===== config.mk =====
export PLATFORM = sky130hd
export DESIGN_NAME = apb_dn_timer
export DESIGN_NICKNAME = d
export VERILOG_FILES = /design/src/rtl/tmr_pkg.sv /design/src/rtl/tmr_chan.sv /design/src/rtl/tmr_apb_dec.sv /design/src/rtl/apb_dn_timer.sv
export SDC_FILE = /design/constraint.sdc
export NUM_CORES = 1
export LEC_CHECK = 0
export BUFFER_PORTS_ARGS = -buffer_cell sky130_fd_sc_hd__buf_4
export CAP_MARGIN = 20
export CORE_AREA = 2 2 131 133
export CTS_CLUSTER_DIAMETER = 120
export DETAILED_ROUTE_END_ITERATION = 8
export DIE_AREA = 0 0 133 135
export PLACE_DENSITY = 0.74
export SLEW_MARGIN = 20
export SYNTH_ARGS = -nofsm -noshare
export SYNTH_HDL_FRONTEND = slang
export SYNTH_SLANG_ARGS = --single-unit

===== constraint.sdc =====
create_clock -name pclk -period 5 [get_ports pclk]
set_input_delay 0.5 -clock pclk [delete_from_list [all_inputs] [get_ports pclk]]
set_output_delay 0.5 -clock pclk [all_outputs]
set_load 0.05 [all_outputs]

===== src/rtl/tmr_pkg.sv =====
package tmr_pkg;
  localparam int DATA_W    = 32;
  localparam int ADDR_W    = 8;
  localparam int CH_STRIDE = 20;

  // per-channel register offsets inside a window
  localparam logic [ADDR_W-1:0] OFF_LOAD = 8'h00;
  localparam logic [ADDR_W-1:0] OFF_CUR  = 8'h04;
  localparam logic [ADDR_W-1:0] OFF_CTL  = 8'h08;
  localparam logic [ADDR_W-1:0] OFF_ACK  = 8'h0C;
  localparam logic [ADDR_W-1:0] OFF_STAT = 8'h10;

  // shared registers
  localparam logic [ADDR_W-1:0] SH_MIS = 8'hA0;
  localparam logic [ADDR_W-1:0] SH_CLR = 8'hA4;
  localparam logic [ADDR_W-1:0] SH_RAW = 8'hA8;
  localparam logic [ADDR_W-1:0] SH_VER = 8'hAC;

  // control field: bit 2 mask, bit 1 periodic, bit 0 enable
  typedef struct packed {
    logic mask;
    logic periodic;
    logic enable;
  } ctl_t;

  localparam int CTL_W = $bits(ctl_t);
endpackage


===== src/rtl/tmr_chan.sv =====
module tmr_chan
  import tmr_pkg::*;
#(
  parameter int CNT_W = 32
) (
  input  logic              clk,
  input  logic              rst_n,
  input  logic              ld_we,
  input  logic              ctl_we,
  input  logic              clr_req,
  input  logic [DATA_W-1:0] wdata,
  output logic [CNT_W-1:0]  load_o,
  output logic [CNT_W-1:0]  cnt_o,
  output ctl_t              ctl_o,
  output logic              raw_o
);
  logic [CNT_W-1:0] load_q, load_nx;
  logic [CNT_W-1:0] cnt_q, cnt_nx, reload_val;
  ctl_t             ctl_q, ctl_nx;
  logic             raw_q, raw_nx;
  logic             start, run, expire, cnt_en, raw_en;

  // next-state
  always_comb begin
    load_nx    = wdata[CNT_W-1:0];
    ctl_nx     = ctl_t'(wdata[CTL_W-1:0]);
    start      = ctl_we & ctl_nx.enable & ~ctl_q.enable;
    run        = ctl_q.enable & (~ctl_we | ctl_nx.enable);
    expire     = run & (cnt_q == '0);
    reload_val = ctl_q.periodic ? load_q : '1;
    if (start)       cnt_nx = load_q;
    else if (expire) cnt_nx = reload_val;
    else             cnt_nx = cnt_q - CNT_W'(1);
    cnt_en = start | run;
    // expiry has priority over a clear in the same cycle
    raw_nx = expire;
    raw_en = expire | clr_req;
  end

  // registers
  always_ff @(posedge clk or negedge rst_n) begin
    if (!rst_n) begin
      load_q <= '0;
      ctl_q  <= '0;
      cnt_q  <= '0;
      raw_q  <= 1'b0;
    end else begin
      if (ld_we)  load_q <= load_nx;
      if (ctl_we) ctl_q  <= ctl_nx;
      if (cnt_en) cnt_q  <= cnt_nx;
      if (raw_en) raw_q  <= raw_nx;
    end
  end

  assign load_o = load_q;
  assign cnt_o  = cnt_q;
  assign ctl_o  = ctl_q;
  assign raw_o  = raw_q;
endmodule


===== src/rtl/tmr_apb_dec.sv =====
module tmr_apb_dec
  import tmr_pkg::*;
#(
  parameter int          NUM_CH  = 2,
  parameter int          CNT_W   = 32,
  parameter logic [31:0] VERSION = 32'h5444_0107
) (
  input  logic                         psel,
  input  logic                         penable,
  input  logic                         pwrite,
  input  logic [ADDR_W-1:0]            paddr,
  input  logic [NUM_CH-1:0][CNT_W-1:0] ch_load,
  input  logic [NUM_CH-1:0][CNT_W-1:0] ch_cnt,
  input  ctl_t [NUM_CH-1:0]            ch_ctl,
  input  logic [NUM_CH-1:0]            ch_raw,
  input  logic [NUM_CH-1:0]            ch_mis,
  output logic [NUM_CH-1:0]            ld_we,
  output logic [NUM_CH-1:0]            ctl_we,
  output logic [NUM_CH-1:0]            ack_rd,
  output logic                         clr_all,
  output logic [DATA_W-1:0]            prdata
);
  logic              wr_acc, rd_acc;
  logic [DATA_W-1:0] ch_word [NUM_CH];
  logic [DATA_W-1:0] sh_word;

  assign wr_acc  = psel & penable & pwrite;
  assign rd_acc  = psel & penable & ~pwrite;
  assign clr_all = rd_acc & (paddr == SH_CLR);

  for (genvar i = 0; i < NUM_CH; i++) begin : g_ch
    localparam logic [ADDR_W:0] LO = (ADDR_W+1)'(i * CH_STRIDE);
    localparam logic [ADDR_W:0] HI = (ADDR_W+1)'((i + 1) * CH_STRIDE);
    logic              hit;
    logic [ADDR_W-1:0] off;
    logic [DATA_W-1:0] word;

    assign hit = ({1'b0, paddr} >= LO) && ({1'b0, paddr} < HI);
    assign off = paddr - LO[ADDR_W-1:0];

    assign ld_we[i]  = wr_acc & hit & (off == OFF_LOAD);
    assign ctl_we[i] = wr_acc & hit & (off == OFF_CTL);
    assign ack_rd[i] = rd_acc & hit & (off == OFF_ACK);

    always_comb begin
      word = '0;
      if (hit) begin
        case (off)
          OFF_LOAD: word[CNT_W-1:0] = ch_load[i];
          OFF_CUR:  word[CNT_W-1:0] = ch_cnt[i];
          OFF_CTL:  word[CTL_W-1:0] = ch_ctl[i];
          OFF_STAT: word[0]         = ch_mis[i];
          default:  word = '0;
        endcase
      end
    end
    assign ch_word[i] = word;
  end

  always_comb begin
    sh_word = '0;
    case (paddr)
      SH_MIS:  sh_word[NUM_CH-1:0] = ch_mis;
      SH_RAW:  sh_word[NUM_CH-1:0] = ch_raw;
      SH_VER:  sh_word = VERSION;
      default: sh_word = '0;
    endcase
    prdata = sh_word;
    for (int i = 0; i < NUM_CH; i++) prdata = prdata | ch_word[i];
  end
endmodule


===== src/rtl/apb_dn_timer.sv =====
module apb_dn_timer
  import tmr_pkg::*;
#(
  parameter int          NUM_CH  = 2,
  parameter int          CNT_W   = 32,
  parameter logic [31:0] VERSION = 32'h5444_0107
) (
  input  logic              pclk,
  input  logic              presetn,
  input  logic              psel,
  input  logic              penable,
  input  logic              pwrite,
  input  logic [ADDR_W-1:0] paddr,
  input  logic [DATA_W-1:0] pwdata,
  output logic [DATA_W-1:0] prdata,
  output logic              pready,
  output logic              pslverr,
  output logic [NUM_CH-1:0] tmr_irq,
  output logic              irq_any
);
  logic                         rst_meta, rst_n_s;
  logic [NUM_CH-1:0][CNT_W-1:0] ch_load, ch_cnt;
  ctl_t [NUM_CH-1:0]            ch_ctl;
  logic [NUM_CH-1:0]            ch_raw, ch_mis;
  logic [NUM_CH-1:0]            ld_we, ctl_we, ack_rd;
  logic                         clr_all;

  // asynchronous assert, synchronous release
  always_ff @(posedge pclk or negedge presetn) begin
    if (!presetn) begin
      rst_meta <= 1'b0;
      rst_n_s  <= 1'b0;
    end else begin
      rst_meta <= 1'b1;
      rst_n_s  <= rst_meta;
    end
  end

  tmr_apb_dec #(
    .NUM_CH(NUM_CH), .CNT_W(CNT_W), .VERSION(VERSION)
  ) u_dec (
    .psel(psel), .penable(penable), .pwrite(pwrite), .paddr(paddr),
    .ch_load(ch_load), .ch_cnt(ch_cnt), .ch_ctl(ch_ctl),
    .ch_raw(ch_raw), .ch_mis(ch_mis),
    .ld_we(ld_we), .ctl_we(ctl_we), .ack_rd(ack_rd),
    .clr_all(clr_all), .prdata(prdata)
  );

  for (genvar i = 0; i < NUM_CH; i++) begin : g_chan
    tmr_chan #(.CNT_W(CNT_W)) u_chan (
      .clk(pclk), .rst_n(rst_n_s),
      .ld_we(ld_we[i]), .ctl_we(ctl_we[i]),
      .clr_req(ack_rd[i] | clr_all),
      .wdata(pwdata),
      .load_o(ch_load[i]), .cnt_o(ch_cnt[i]),
      .ctl_o(ch_ctl[i]), .raw_o(ch_raw[i])
    );
    assign ch_mis[i] = ch_raw[i] & ~ch_ctl[i].mask;
  end

  assign tmr_irq = ch_mis;
  assign irq_any = |ch_mis;
  assign pready  = 1'b1;
  assign pslverr = 1'b0;
endmodule


# Word level (Yosys, flattened, before mapping)
# Cells that the tools add are included.
totals:
  mem_count: 0
  mem_bits_ro: 0
  word_cells: 95
  reg_bits: 138
  ramBits: 0
  input_bits: 45
  out_inout_bits: 37
  latchBits: 0
op_classes:
  div_mod_pow: 0
  shifts: 0
  mux: 16
  multipliers: 0
  order_cmp: 3
  addsub: 3
  reduce_logical: 6
  bitwise_logic: 41
  n_eq_ne: 12
ops:
  columns: ["operator", "n"]
  rows:
  - ["32-bit 2-to-1 mux", 8]
  - ["29-bit case mux with 2 select lines", 2]
  - ["32-bit logical NOT", 2]
  - ["32-bit by 1-bit subtractor with 32-bit output, second input constant", 2]
  - ["8-bit by 4-bit == test with 1-bit output, second input constant", 4]
  - ["8-bit == test, second input constant", 4]
  - ["31-bit by 32-bit OR with 32-bit output", 1]
  - ["32-bit OR", 1]
  - ["29-bit 2-to-1 mux", 1]
  - ["1-bit bitwise AND", 24]
  - ["2-bit case mux with 3 select lines", 3]
  - ["8-bit by 3-bit == test with 1-bit output, second input constant", 2]
  - ["8-bit by 5-bit == test with 1-bit output, second input constant", 2]
  - ["8-bit logical NOT", 2]
  - ["8-bit by 5-bit greater-or-equal comparator with 1-bit output, second input constant", 1]
  - ["8-bit by 5-bit < comparator with 1-bit output, second input constant", 1]
  - ["8-bit by 6-bit < comparator with 1-bit output, second input constant", 1]
  - ["1-bit OR", 8]
  - ["1-bit case mux with 4 select lines", 2]
  - ["8-bit by 5-bit subtractor with 8-bit output, second input constant", 1]
  - ["1-bit NOT", 7]
  - ["2-bit OR reduction", 1]
  - ["1-bit logical AND", 1]

# Longest topological paths before layout
logic_depth:
  ltp_word: 10
  mapped_depth: 11
  mapped_depth_nobuf: 8

# By module
# Synthesis repeated with hierarchy kept, for this count alone.
unflattened:
  hier_cells: 881
  area_unflattened_um2: 8504.4
by_module_without_submodules:
  columns: ["module", "n_inst", "area_per_inst_um2", "seq_area_each_um2", "cells_each"]
  rows:
  - ["tmr_chan", 2, 3592.2, 1701.6, 350]
  - ["tmr_apb_dec", 1, 1216.2, 0.0, 170]
  - ["apb_dn_timer", 1, 103.8, 50.0, 11]

# Worst setup path after synthesis
# Ideal clock, no wire load.
synth_path:
  kind: "input port to output port"
  startpoint: "in paddr[2]"
  endpoint: "out prdata[18]"
  arrival_ns: 2.634
  setup_slack_ns: 1.866
  path_buffers: 2
  stages: 5
  t_required_ns: 4.500
  path_cell_list: "or4b_2 clkbuf_1 nor4_1 clkbuf_1 a221o_1"
synth_between:
  elab_chain_len: 5
  word_cells_on_any_way: 17
  cone_classes: "add/sub (1); order compare (3); eq/ne (3); mux (5); bitwise (2); reduce/logical (3)"
synth_rtl:
  columns: ["item", "line", "text"]
  rows:
  - ["start, declared", "apb_dn_timer.sv:13", "input logic [ADDR_W-1:0] paddr,"]
  - ["8-bit by 5-bit subtractor with 8-bit output (tied with other cells)", "tmr_apb_dec.sv:39", "assign off = paddr - LO[ADDR_W-1:0];"]
  - ["8-bit by 3-bit == test with 1-bit output (tied with other cells)", "tmr_apb_dec.sv:48", "case (off)"]
  - ["29-bit case mux with 2 select lines / 32-bit 2-to-1 mux (equally long branches)", "tmr_apb_dec.sv:48, tmr_apb_dec.sv:47", null]
  - ["32-bit 2-to-1 mux / 31-bit by 32-bit OR with 32-bit output (equally long branches)", "tmr_apb_dec.sv:47, tmr_apb_dec.sv:69", null]
  - ["32-bit OR (*)", "tmr_apb_dec.sv:69", "for (int i = 0; i < NUM_CH; i++) prdata = prdata | ch_word[i];"]
  - ["end, declared", "apb_dn_timer.sv:15", "output logic [DATA_W-1:0] prdata,"]
# Every way passes the cells marked *; elsewhere a longest branch is shown, timed or not.

# Worst setup path after layout
layout_path:
  startpoint: "in paddr[7]"
  endpoint: "reg g_chan[1].u_chan.cnt_q[4]"
layout_between:
  elab_chain_len: 10
  word_cells_on_any_way: 16
  cone_classes: "add/sub (1); order compare (2); eq/ne (1); mux (2); bitwise (9); reduce/logical (1)"
layout_rtl:
  columns: ["item", "line", "text"]
  rows:
  - ["parallel branches: the longest is 3 deep, another holds 8-bit by 5-bit subtractor with 8-bit output", null, null]
  - ["1-bit bitwise AND (*)", "tmr_apb_dec.sv:42", "assign ctl_we[i] = wr_acc & hit & (off == OFF_CTL);"]
  - ["1-bit NOT", "tmr_chan.sv:28", "run = ctl_q.enable & (~ctl_we | ctl_nx.enable);"]
  - ["1-bit OR", "tmr_chan.sv:28", null]
  - ["1-bit bitwise AND", "tmr_chan.sv:28", null]
  - ["1-bit bitwise AND", "tmr_chan.sv:29", "expire = run & (cnt_q == '0);"]
  - ["32-bit 2-to-1 mux", "tmr_chan.sv:32", "else if (expire) cnt_nx = reload_val;"]
  - ["32-bit 2-to-1 mux", "tmr_chan.sv:31", "if (start) cnt_nx = load_q;"]
  - ["end signal, assigned", "tmr_chan.sv:50", "if (cnt_en) cnt_q <= cnt_nx;"]
  - ["end, declared", "tmr_chan.sv:18", "logic [CNT_W-1:0] cnt_q, cnt_nx, reload_val;"]
# Mark *: on every way between the ends.
# A chain may end at the register's enable or synchronous reset.

==> key figures <==
Routing
  – Via Count: 9068
  – DR pass1 iterations: 6
  – Avg WL per Cell: 24.3 um
  – Antenna-violating nets left: 0
  – Detailed Route Iter0 Violations: around 1300
  – Via density: 7.03
  – Number of remaining DRC errors: 0
  – Total Wirelength: about 31000 um

Clock network
  – H-tree depth: 4
  – Skew-Pair Late Insertion Delay: about 0.44 ns
  – CTS Buf Count: 17
  – Clk slew on worst S/H paths: 0.07 ns
  – Clock tree from TritonCTS: done
  – Post-CTS setup buffers: 0
  – Clock Path Buffers: 2
  – TritonCTS Sinks: 138
  – Root Buffer: clkbuf_16

Finish
  – Area grow syn2layout: 14.8%
  – Share of layout cells above drive strength 1: 0.208
  – Nets: 1105
  – Diode count: 0

Floorplan
  – Initial Utilization: 0.544
  – # IOs: 82
  – FP Rows: 47
  – DIE AREA: 0.0180 sq mm
  – Die Wd: 133 um
  – Core area: roughly 0.016 sq mm
  – Die Y: 135 um

Power
  – Leakage: 4.46 nW
  – Power density of the placed cells: 323 mW/mm^2
  – Maximum vdd drop: ~0.27 mV
  – Pwr Total: 3.31 mW

Worst setup path
  – Reg2reg end: g_chan[0].u_chan.cnt_o[1]
  – CP Capture Type: register
  – Reg2reg start: g_chan[0].u_chan.cnt_o[16]
  – CP required: 5.33 ns
  – Crit path kind: input pin to register
  – CP startpoint kind: input pin
  – Worst Path Max Fanout: 25
  – FF-to-FF setup slack: ~1.6 ns
  – Worst R2R Path Depth: 7
  – Worst Path Arrival: 3.80 ns

STA
  – Fin. max-slew vios: 0
  – RSZ-0062 raised after global routing: no
  – Slew @ Worst Pin: approximately 1.1 ns
  – Worst setup margin: between 1.5 and 2 ns
  – Post-route minimum period: 3.47 ns
  – Rel. slew slack: 0.289
  – Achievable frequency: between 200 and 300 MHz
  – Setup violations, final: 0
  – Layout Skew: 0.0148 ns
  – Post-Route Setup TNS: 0 ns
  – Final worst path period share: 0.695
  – Final-report hold violation count: 0
  – Hold_ws: 0.255 ns

Logic synthesis
  – Syn avg cell area: between 8 and 9 sq um
  – Post-synthesis instance total: between 1000 and 1500
  – Synth Area in Simple Gates: 0.220
  – Number of flops mapped to enable cells by yosys: 0
  – Yosys cell types: 71
  – Register bit total from synthesis: 138
  – Dominant synthesized flop cell: dfrtp_1
  – Largest family of logic cells by synthesized area: compound AO/OA/AOI/OAI gates
  – Xor and xnor area share after synthesis: 0.0216
  – Adder-cell share of the synthesized area: 0.00561
  – Ys Warns: 0
  – Seq/Total Area, Yosys: 0.387
  – Async set-reset flop share out of synthesis: 1.00
  – Post-synthesis compound-gate area fraction: 0.237
  – Mapped Area: 0.00892 sq mm
  – Mux cell area share after synthesis: 0.0830

Outcome
  – Run status: finished clean

GRT
  – Overflow after GRT: 0
  – Tot GR Track Use: 0.351
  – Global-route wire length before repair: 48500 um
  – Pin count of the biggest net entering global routing: 81
  – Vias in the first global route: 8322
  – Initial antenna violation count: 0

Worst hold path
  – Hold Path Class: register to async pin

Placement
  – GP Congestion: 0.956
  – DP Wirelength: 22400 um
  – IO buf count: 79
  – Setup WS pre-CTS: 1.10 ns

Run
  – Max-Cap Viols: 0
## state kept, by name (all words and copies together), names as in the netlist
name	flops
g_chan.u_chan.cnt_o	64
g_chan.u_chan.load_o	64
g_chan.u_chan.ctl_o	6
g_chan.u_chan.raw_o	2
rst_meta	1
rst_n_s	1
## worst max-delay path: stages
cell	delay (ns)
buf_4	0.14
or4_1	0.67
nor3_2	0.53
nor2_1	0.20
nor2_2	0.77
inv_2	0.44
nand3_1	0.20
o21ai_0	0.09
a311oi_1	0.26
## per-stage QoR
| step | instance area (sq um) | util | cells |
|---|---|---|---|
| after detailed placement | 9650 | 0.588 | 1255 |
| after CTS | 10200 | 0.623 | 1288 |
| after global routing | 10200 | 0.624 | 1289 |
| after floorplan | 8930 | - | 1015 |
| final | 10200 | 0.624 | 1289 |
| after global placement | 9650 | 0.588 | 1255 |
## metal layers
| metal | share of wire | vias to the layer above | GRT usage | wire (um) |
|---|---|---|---|---|
| li1 | - | 3974 | - | - |
| met1 | 0.42 | 4420 | 0.492 | 13100 |
| met2 | 0.46 | 592 | 0.545 | 14300 |
| met3 | 0.096 | 82 | 0.0634 | 3000 |
| met4 | 0.032 | 0 | 0.133 | 1010 |
| met5 | 0 | - | 0 | 0 |
## timing repair
action | CTS | global route
endpoints found under the setup margin | 0 | 0
hold buffers | 1 | 0
endpoints found under the hold margin | 2 | 0
gates resized for setup | 0 | 0
## layout make-up
class,instances,area [sq um]
Sequential cell,138,3460
Clock buffer,18,429
Clock inverter,14,125
Multi-Input combinational cell,780,5100
Timing Repair Buffer,102,788
Inverter,17,63.8
Tap cell,220,275
Fill cell,1397,6160
## power by group
| part | leakage (nW) | total, mW | switching (mW) | internal (mW) |
|---|---|---|---|---|
| Clock | 0.267 | 1.21 | 0.525 | 0.686 |
| Combinational | 2.37 | 0.617 | 0.350 | 0.267 |
| Sequential | 1.83 | 1.48 | 0.250 | 1.23 |
## layout by cell type, fill, tap and decap left out, types with 8 or more instances in the layout
cell type,n
nand2_1,91
a222oi_1,24
nand4_1,9
a221o_1,16
xnor2_1,14
nor4_1,22
o31ai_1,12
or3_1,17
nand3b_1,8
xor2_1,8
a211oi_1,18
a31oi_1,28
o22ai_1,21
nor2_1,86
nor4b_1,9
mux2_2,64
buf_4,100
clkbuf_16,17
nand3_1,35
a21oi_1,48
dfrtp_1,137
or4_1,15
nor3_1,41
inv_1,16
o21ai_0,61
## cell usage after synthesis, drive strengths merged, types with 8 or more instances
| library cell | instances | area share |
|---|---|---|
| or3 | 17 | 0.012 |
| nor4 | 26 | 0.018 |
| inv | 17 | 0.0071 |
| nand4 | 9 | 0.0063 |
| nor3 | 43 | 0.025 |
| a21oi | 49 | 0.028 |
| o21ai | 61 | 0.034 |
| mux2 | 64 | 0.081 |
| o31ai | 13 | 0.012 |
| buf | 21 | 0.013 |
| xnor2 | 14 | 0.014 |
| clkbuf | 59 | 0.025 |
| nor2 | 91 | 0.041 |
| a31oi | 28 | 0.020 |
| nand3b | 8 | 0.0067 |
| dfrtp | 138 | 0.39 |
| xor2 | 8 | 0.0079 |
| a221o | 16 | 0.018 |
| a222oi | 24 | 0.027 |
| nand3 | 35 | 0.020 |
| or4 | 16 | 0.014 |
| nor4b | 9 | 0.0088 |
| a211oi | 18 | 0.015 |
| nand2 | 91 | 0.038 |
| o22ai | 22 | 0.016 |
## worst max-delay path by stage
stage,startpoint,end,slack [ns],cells after the start
floorplan,rst_n_s,g_chan[0].u_chan.cnt_o[0],0.87,0
global placement,paddr[7],g_chan[1].u_chan.cnt_o[4],1.16,9
detailed placement,paddr[7],g_chan[1].u_chan.cnt_o[4],1.10,9
CTS,paddr[7],g_chan[1].u_chan.cnt_o[4],1.57,9
global route,paddr[7],g_chan[1].u_chan.cnt_o[4],1.39,9
finish,paddr[7],g_chan[1].u_chan.cnt_o[4],1.53,9
## logic make-up after synthesis
logic type / after synthesis
AO/OA/AOI/OAI: 301
multiplexers: 66
flip-flops: 138
other: 2
XOR/XNOR: 22
buffers and inverters: 97
adder cells (fa/ha/maj): 4
AND/OR/NAND/NOR: 384
(Power assumes the default switching activity.)
